$ cat config.mk
export PLATFORM = sky130hd
export DESIGN_NAME = adc_result_latch
export DESIGN_NICKNAME = d
export VERILOG_FILES = /design/src/rtl/adc_result_latch.sv
export SDC_FILE = /design/constraint.sdc
export NUM_CORES = 1
export LEC_CHECK = 0
export ABC_AREA = 1
export BUFFER_PORTS_ARGS = -buffer_cell sky130_fd_sc_hd__buf_4
export CORE_MARGIN = 5
export CORE_UTILIZATION = 55
export CTS_CLUSTER_SIZE = 14
export DETAILED_ROUTE_END_ITERATION = 12
export PLACE_DENSITY = 0.79
export SYNTH_ARGS = -nofsm -noshare
export SYNTH_HDL_FRONTEND = slang
export SYNTH_SLANG_ARGS = --single-unit
$ cat constraint.sdc
create_clock -name clk -period 1.4 [get_ports clk]
set_input_delay 0.21 -clock clk [delete_from_list [all_inputs] [get_ports clk]]
set_output_delay 0.21 -clock clk [all_outputs]
set_load 0.02 [all_outputs]
$ cat src/rtl/adc_result_latch.sv
module adc_result_latch #(
  parameter int RES_W  = 10,
  parameter int BYTE_W = 8
) (
  input  logic              clk,
  input  logic              rst,
  input  logic              conv_done,
  input  logic [RES_W-1:0]  conv_data,
  input  logic              align_left,
  input  logic              rd_en,
  input  logic              rd_addr,
  output logic [BYTE_W-1:0] rd_data
);
  localparam int WORD_W = 2 * BYTE_W;
  localparam int PAD_W  = WORD_W - RES_W;

  logic [RES_W-1:0]  shown, pending;
  logic              pend_vld, locked;
  logic              lo_rd, hi_rd, hold;
  logic [WORD_W-1:0] word;

  assign lo_rd = rd_en & ~rd_addr;
  assign hi_rd = rd_en & rd_addr;
  assign hold  = (locked | lo_rd) & ~hi_rd;

  always_ff @(posedge clk) begin
    if (rst) begin
      shown    <= '0;
      pending  <= '0;
      pend_vld <= 1'b0;
      locked   <= 1'b0;
    end else begin
      if (lo_rd)      locked <= 1'b1;
      else if (hi_rd) locked <= 1'b0;

      if (hold) begin
        if (conv_done) begin
          pending  <= conv_data;
          pend_vld <= 1'b1;
        end
      end else begin
        if (conv_done)     shown <= conv_data;
        else if (pend_vld) shown <= pending;
        pend_vld <= 1'b0;
      end
    end
  end

  assign word    = align_left ? {shown, {PAD_W{1'b0}}} : {{PAD_W{1'b0}}, shown};
  assign rd_data = rd_addr ? word[WORD_W-1:BYTE_W] : word[BYTE_W-1:0];

endmodule

# Word level (Yosys, flattened, before mapping)
# Index checks and enable logic that the tools add are counted.
# W data, S select, Z words.
[op_classes]
n_mux = 6
bitwise = 7
n_reduce_logical = 5
[op_table]
columns = ["op", "count"]
rows = [
  ["$mux W10", 2],
  ["$mux W16", 1],
  ["$mux W8", 1],
  ["$reduce_and A2 Y1", 2],
  ["$reduce_bool A2 Y1", 2],
  ["$and A1 B1 Y1", 3],
  ["$not A1 Y1", 3],
  ["$mux W1", 2],
  ["$reduce_or A2 Y1", 1],
  ["$or A1 B1 Y1", 1],
]
[totals]
regBits = 22
wordCells = 22

# Logic depth before layout (Yosys ltp)
# Gate-level depths: netlist (run 1).
[logic_depth]
word_depth = 6
depth_mapped = 7
ltp_nobuf = 6

# Least setup slack after synthesis (run 1)
# No wires, ideal clock.
[synth_path]
path_kind = "input port to output port"
startpoint = "input align_left"
endpoint = "output rd_data[0]"
arrival_ps = 873
t_required_ps = 1190
slack_ps = 317
stages = 3
n_path_buf = 0
cell_sequence = "inv_1 -> nand2_1 -> o21ai_0"
[synth_between]
elab_chain_cells = 2
[synth_lines]
columns = ["item", "line_no", "rtl"]
rows = [
  ["start, declared", "9", "input logic align_left,"],
  ["$mux W16", "49", "assign word = align_left ? {shown, {PAD_W{1'b0}}} : {{PAD_W{1'b0}}, shown};"],
  ["$mux W8", "50", "assign rd_data = rd_addr ? word[WORD_W-1:BYTE_W] : word[BYTE_W-1:0];"],
  ["end, declared", "12", "output logic [BYTE_W-1:0] rd_data"],
]
# No other way between the ends.

# Worst setup path after layout (run 1)
[layout_path]
startpoint = "register shown[3]"
endpoint = "output rd_data[1]"
[layout_between]
elab_chain_cells = 2
[layout_lines]
columns = ["item", "line_no", "rtl"]
rows = [
  ["start, declared", "17", "logic [RES_W-1:0] shown, pending;"],
  ["start signal, assigned", "42", "if (conv_done) shown <= conv_data;"],
  ["start signal, assigned", "43", "else if (pend_vld) shown <= pending;"],
  ["$mux W16", "49", ""],
  ["$mux W8", "50", ""],
]
# No other way between the ends.

==> flow_metrics.py, run 1 <==
metrics = {
    "outcome": {
        "outcome": "completed",
    },
    "sta": {
        "fmax_mhz": 754,
        "finalCritPeriodShare_pct": 94.7,
        "finalHoldViolations": 0,
        "finalSetupViolCount": 0,
        "tns_ns": 0,
        "rsz0062_at_grt": "yes",
        "final.min_clock_period_ns": 1.33,
        "maxSlewHeadroom_pct": 82.2,
        "final-max-slew-violation-count": 0,
        "tightest_slew_ns": 0.264,
        "skew_ns": 0.00462,
    },
    "min_path": {
        "min_path_cells": 2,
        "hold_class": "input port to flip-flop",
        "hold_end": "pending[5]",
        "min-delay-start": "rst",
    },
    "floorplan": {
        "dieArea_sq_um": 3170,
        "die_h_um": 56.3,
        "start_util_pct": 58.9,
        "core_sq_um": 2000,
        "num_rows": 16,
        "ioPinCount": 24,
        "die_x_um": 56.3,
    },
    "synthesis": {
        "yosys_warnings": 0,
        "avgSynthCellArea_sq_um": 6.05,
        "ys_types": 17,
        "synth_area_sq_um": 1180,
        "synthCells": 195,
        "ys_seq_area_share_pct": 37.3,
        "syn_nets": 211,
        "synth_seq_cells": 22,
    },
    "pwr": {
        "power_density_nw_per_um2": 988,
        "vdd_drop_max_uv": 662,
        "p_leak_nw": 0.766,
        "power_mw": 1.41,
    },
    "global_route": {
        "antenna_found_initial": 0,
        "grt_busiest_layer": "met2",
        "grt_usage_pct": 18.2,
        "grt_pass1_wl_mm": 4.72,
        "grt_overflow": 0,
        "gr-usage-met1_pct": 22.6,
        "gr-usage-met2_pct": 30.9,
        "use_met3_pct": 3.67,
        "grt_max_degree": 32,
        "grt_pass1_vias": 1114,
    },
    "critical_path": {
        "worstReg2RegEnd": "pending[4]",
        "reg2reg_slack_ns": 0.26,
        "path_cells": "inv_2 > a21oi_2 > o21ai_1 > o21ai_1 > buf_4",
        "critPathBufInv": 2,
        "cpPeakStageDelay_ns": 0.35,
        "crit_required_ns": 1.19,
        "reg2reg_from": "locked",
        "crit_path_frequent_cell": "o21ai_1",
        "worstSetupPathType": "flip-flop to primary output",
        "endpoint_kind": "primary output",
        "cp.depth": 5,
        "reg2regPathDepth": 6,
        "critical_path_peak_fanout": 3,
        "cpMaxStageDelayCell": "dfxtp_2",
        "crit_family": "flip-flops",
        "arrival_ns": 1.12,
        "startpoint_type": "flip-flop",
    },
    "route": {
        "vias_per_cell": 4.87,
        "dr.pass1.iters": 4,
        "dr_total_vias": 1199,
        "post_drt_wl_per_cell_um": 10.8,
        "drt_iter0_markers": 33,
        "drc": 0,
        "ant_nets": 0,
        "wirelength_mm": 2.65,
    },
    "cts": {
        "postCtsSetupBuffers": 0,
        "cts.sinks": 22,
        "cts_root_buf": "clkbuf_4",
        "insertion_delay_ns": 0.31,
        "cts_tree": "done",
        "numCtsBuffers": 3,
        "cts_resized": 0,
        "clock_path_buffers": 2,
        "hold_buffers": 0,
        "htree_levels": 1,
        "clkTransAtPathRegs_ns": 0.12,
    },
    "finish": {
        "final_core_util_pct": 71.4,
        "areaGrowthSynthToFinish_pct": 21.1,
        "num-nets-final": 236,
        "fillers": 185,
        "design_area_sq_um": 1430,
        "n_antenna_cell": 0,
        "drive_above_1_share_pct": 20.1,
    },
    "place": {
        "dpl.hpwl_mm": 2.00,
        "gp_congestion": 0.813,
        "dpl_cell_area_sq_um": 1380,
        "place.port_buffers": 23,
    },
    "job": {
        "drv_cap": 0,
    },
}
cells by family (layout without fill, tap and decap cells):
family / count (synthesis) / count (layout) / synth area share, %
AND/OR/NAND/NOR: 102 / 102 / 35.5
AO/OA/AOI/OAI: 26 / 26 / 11.5
buffers and inverters: 45 / 69 / 15.7
flip-flops: 22 / 22 / 37.3
layout by cell type (no fill, tap or decap), drive strengths merged:
| master | synthesis | routed |
|---|---|---|
| a21oi | 4 | 4 |
| buf | 6 | 28 |
| clkbuf | 2 | 4 |
| clkinv | 1 | 1 |
| dfxtp | 22 | 22 |
| inv | 36 | 36 |
| nand2 | 58 | 58 |
| nand3 | 2 | 2 |
| nand4 | 10 | 10 |
| nor2 | 31 | 31 |
| nor3b | 1 | 1 |
| o21ai | 18 | 18 |
| o22ai | 4 | 4 |
metal layers:
layer  part of all wire [%]  vias up  wire, um
met5                      0        -         0
met1                     46      526      1220
met3                    5.2        4       138
met4                    1.0        0        27
li1                       -      643         -
met2                     47       26      1260
synthesized netlist by cell type:
cell type | number | area, sq um
nand2_1 | 58 | 218
inv_1 | 34 | 128
nor2_1 | 31 | 116
dfxtp_1 | 22 | 440
o21ai_0 | 18 | 90.1
nand4_1 | 10 | 62.6
a21oi_1 | 4 | 20.0
buf_2 | 4 | 20.0
o22ai_1 | 4 | 25.0
clkbuf_1 | 2 | 7.51
inv_2 | 2 | 7.51
buf_4 | 1 | 7.51
buf_6 | 1 | 11.3
clkinv_1 | 1 | 3.75
nand3_1 | 1 | 5.00
nand3_2 | 1 | 10.0
nor3b_1 | 1 | 7.51
sequential cells by signal (all words and copies together), names as in the netlist:
register,flops
pending,10
shown,10
locked,1
pend_vld,1
final cells by class:
type	instances	area, sq um	share of cell area, %
inverters	37	139	9.72
flip-flops and latches	22	444	31.1
multi-input cells	128	566	39.6
clock buffers	4	36.3	2.54
repair buffers	28	210	14.7
well taps	27	33.8	2.36
worst reg2reg max path, delay by kind of cell, from the launching register on:
kind          cells  cell delay (ns)
simple gates      5             0.70
flops             1             0.35
buf+inv           1             0.04
report_power, final:
part | total [mW] | leakage (nW) | internal, mW | switching [mW]
logic | 0.364 | 0.562 | 0.143 | 0.222
clock network | 0.349 | 0.0210 | 0.159 | 0.190
registers | 0.698 | 0.183 | 0.681 | 0.0170
total | 1.41 | 0.766 | 0.983 | 0.429
worst max-delay path by stage:
| stage | endpoint | startpoint | slack [ns] |
|---|---|---|---|
| finish | rd_data[1] | shown[3] | 0.07 |
| global placement | pending[8] | conv_done | 0.29 |
| global route | rd_data[1] | shown[3] | -0.004 |
| detailed placement | pending[4] | conv_done | 0.25 |
| CTS | rd_data[1] | shown[3] | 0.04 |
| floorplan | rd_data[0] | align_left | 0.32 |
metrics by stage:
| step | hold slack, ns | std cells | worst slack, ns |
|---|---|---|---|
| final | 0.157 | 246 | 0.0740 |
| after global routing | 0.154 | 246 | -0.00394 |
| after CTS | 0.154 | 246 | 0.0434 |
| after detailed placement | 0.495 | 242 | 0.246 |
| after global placement | 0.491 | 242 | 0.288 |
| after floorplan | 0.282 | 195 | 0.317 |
(Power assumes the default switching activity.)
==> run 2: changes to the inputs <==
--- a/config.mk
+++ b/config.mk
@@ -12,6 +12,7 @@
 export CTS_CLUSTER_SIZE = 14
 export DETAILED_ROUTE_END_ITERATION = 12
 export PLACE_DENSITY = 0.79
+export RECOVER_POWER = 50
 export SYNTH_ARGS = -nofsm -noshare
 export SYNTH_HDL_FRONTEND = slang
 export SYNTH_SLANG_ARGS = --single-unit
==> run 2 against run 1 <==
Against the previous run: combinational power is 1% lower; first-iteration DRC count did not move; core utilization shrank 0.38 points; register-to-register slack worse by 0.09 ns; design area fell by 0.53%; hold slack improved by 0.0064 ns; clock skew fell by 0.00084 ns; final cell count is the same; die area stayed put; critical endpoint unchanged; largest power group unchanged.
==> flow_metrics.py, run 2 (synthesis gave the netlist of run 1 again) <==
metrics = {
    "sta": {
        "final-max-slew-violation-count": 0,
        "maxSlewHeadroom_pct": 75.7,
        "timing.hold.ws_ns": 0.163,
        "finalCritPeriodShare_pct": 94.7,
        "finalHoldViolations": 0,
        "finalSetupViolCount": 0,
        "skew_ns": 0.00378,
        "fmax_mhz": 754,
        "tightest_slew_ns": 0.365,
        "rsz0062_at_grt": "yes",
        "final.min_clock_period_ns": 1.33,
    },
    "job": {
        "drv_cap": 0,
    },
    "route": {
        "drc": 0,
        "drt_iter0_markers": 33,
        "wirelength_mm": 2.68,
        "ant_nets": 0,
        "dr.pass1.iters": 4,
        "dr_total_vias": 1204,
        "post_drt_wl_per_cell_um": 10.9,
        "vias_per_cell": 4.89,
    },
    "critical_path": {
        "crit_required_ns": 1.19,
        "startpoint_type": "flip-flop",
        "crit_path_frequent_cell": "o21ai_1",
        "crit_family": "flip-flops",
        "critical_path_peak_fanout": 3,
        "cpMaxStageDelayCell": "dfxtp_2",
        "endpoint_kind": "primary output",
        "path_cells": "inv_2 > a21oi_2 > o21ai_1 > o21ai_1 > buf_4",
        "critPathBufInv": 2,
        "arrival_ns": 1.12,
        "cpPeakStageDelay_ns": 0.35,
        "worstSetupPathType": "flip-flop to primary output",
    },
    "finish": {
        "instances_no_fill": 246,
        "areaGrowthSynthToFinish_pct": 20.5,
        "num-nets-final": 236,
        "final_cell_mix": "nand2_1, inv_1, nor2_1",
        "n_antenna_cell": 0,
        "drive_above_1_share_pct": 19.2,
        "final_common_cell": "nand2_1",
        "top_regs": "pending: 10 flops, shown: 10 flops",
    },
    "floorplan": {
        "dieArea_sq_um": 3170,
        "ioPinCount": 24,
        "core_sq_um": 2000,
        "die_h_um": 56.3,
        "start_util_pct": 58.9,
        "num_rows": 16,
        "die_x_um": 56.3,
    },
    "place": {
        "dpl.hpwl_mm": 2.00,
        "place.port_buffers": 23,
        "dp.cells": 242,
        "gp_congestion": 0.813,
    },
    "outcome": {
        "outcome": "completed",
    },
    "global_route": {
        "antenna_found_initial": 0,
        "grt_overflow": 0,
        "grt_usage_pct": 18.2,
        "grt_pass1_vias": 1114,
        "grt_max_degree": 32,
        "grt_pass1_wl_mm": 4.72,
    },
    "cts": {
        "htree_levels": 1,
        "insertion_delay_ns": 0.31,
        "clock_path_buffers": 2,
        "cts.sinks": 22,
        "cts_root_buf": "clkbuf_4",
        "cts_tree": "done",
        "numCtsBuffers": 3,
        "postCtsSetupBuffers": 0,
        "clkTransAtPathRegs_ns": 0.12,
    },
    "pwr": {
        "power_density_nw_per_um2": 991,
        "vdd_drop_max_uv": 662,
        "power_mw": 1.41,
        "p_leak_nw": 0.759,
    },
    "min_path": {
        "hold_class": "input port to flip-flop",
    },
}
-- run 2: cell count changes in the layout (fill, tap and decap cells not counted), sizes merged --
| cell | before | now |
|---|---|---|
| buf | 28 | 26 |
| clkbuf | 4 | 6 |
-- run 2: routing by layer --
layer,vias to the layer above,share of wire (%),global-route usage [%]
li1,643,-,-
met2,36,47,30.9
met4,0,1.0,6.44
met5,-,0,0
met1,521,46,22.6
met3,4,6.1,3.67
-- run 2: cell type report --
cell class	instances	area [sq um]
clock buffer	4	36.3
fill	189	581
inverter	37	139
multi-input combinational	128	566
sequential	22	444
tap	27	33.8
timing repair buffer	28	203
-- run 2: what timing repair did --
item | in CTS | in global routing
endpoints found under the setup margin | 0 | 3
hold buffers | 0 | 0
gates resized for setup | 0 | 15
-- run 2: power by group --
part	total [mW]	switching, mW	internal (mW)
logic	0.360	0.223	0.138
clock network	0.349	0.191	0.159
registers	0.698	0.0171	0.681
total	1.41	0.430	0.978
-- run 2: final timing paths --
check / end / slack [ns] / start / cells after the start
max reg2reg: shown[1] / 0.17 / locked / 6
min reg2reg: pending[1] / 0.53 / pending[1] / 4
max: rd_data[1] / 0.07 / shown[3] / 5
min: pending[5] / 0.16 / rst / 2
-- run 2: metrics by stage --
step           cell area, sq um  setup slack (ns)  TNS [ns]  utilization, %
6_report                   1420            0.0746         0            71.0
5_1_grt                    1420          -0.00394  -0.00394            71.0
3_3_place_gp               1380             0.288         0            68.8
2_1_floorplan              1180             0.317         0               -
4_1_cts                    1410            0.0434         0            70.6
3_5_place_dp               1380             0.246         0            68.8
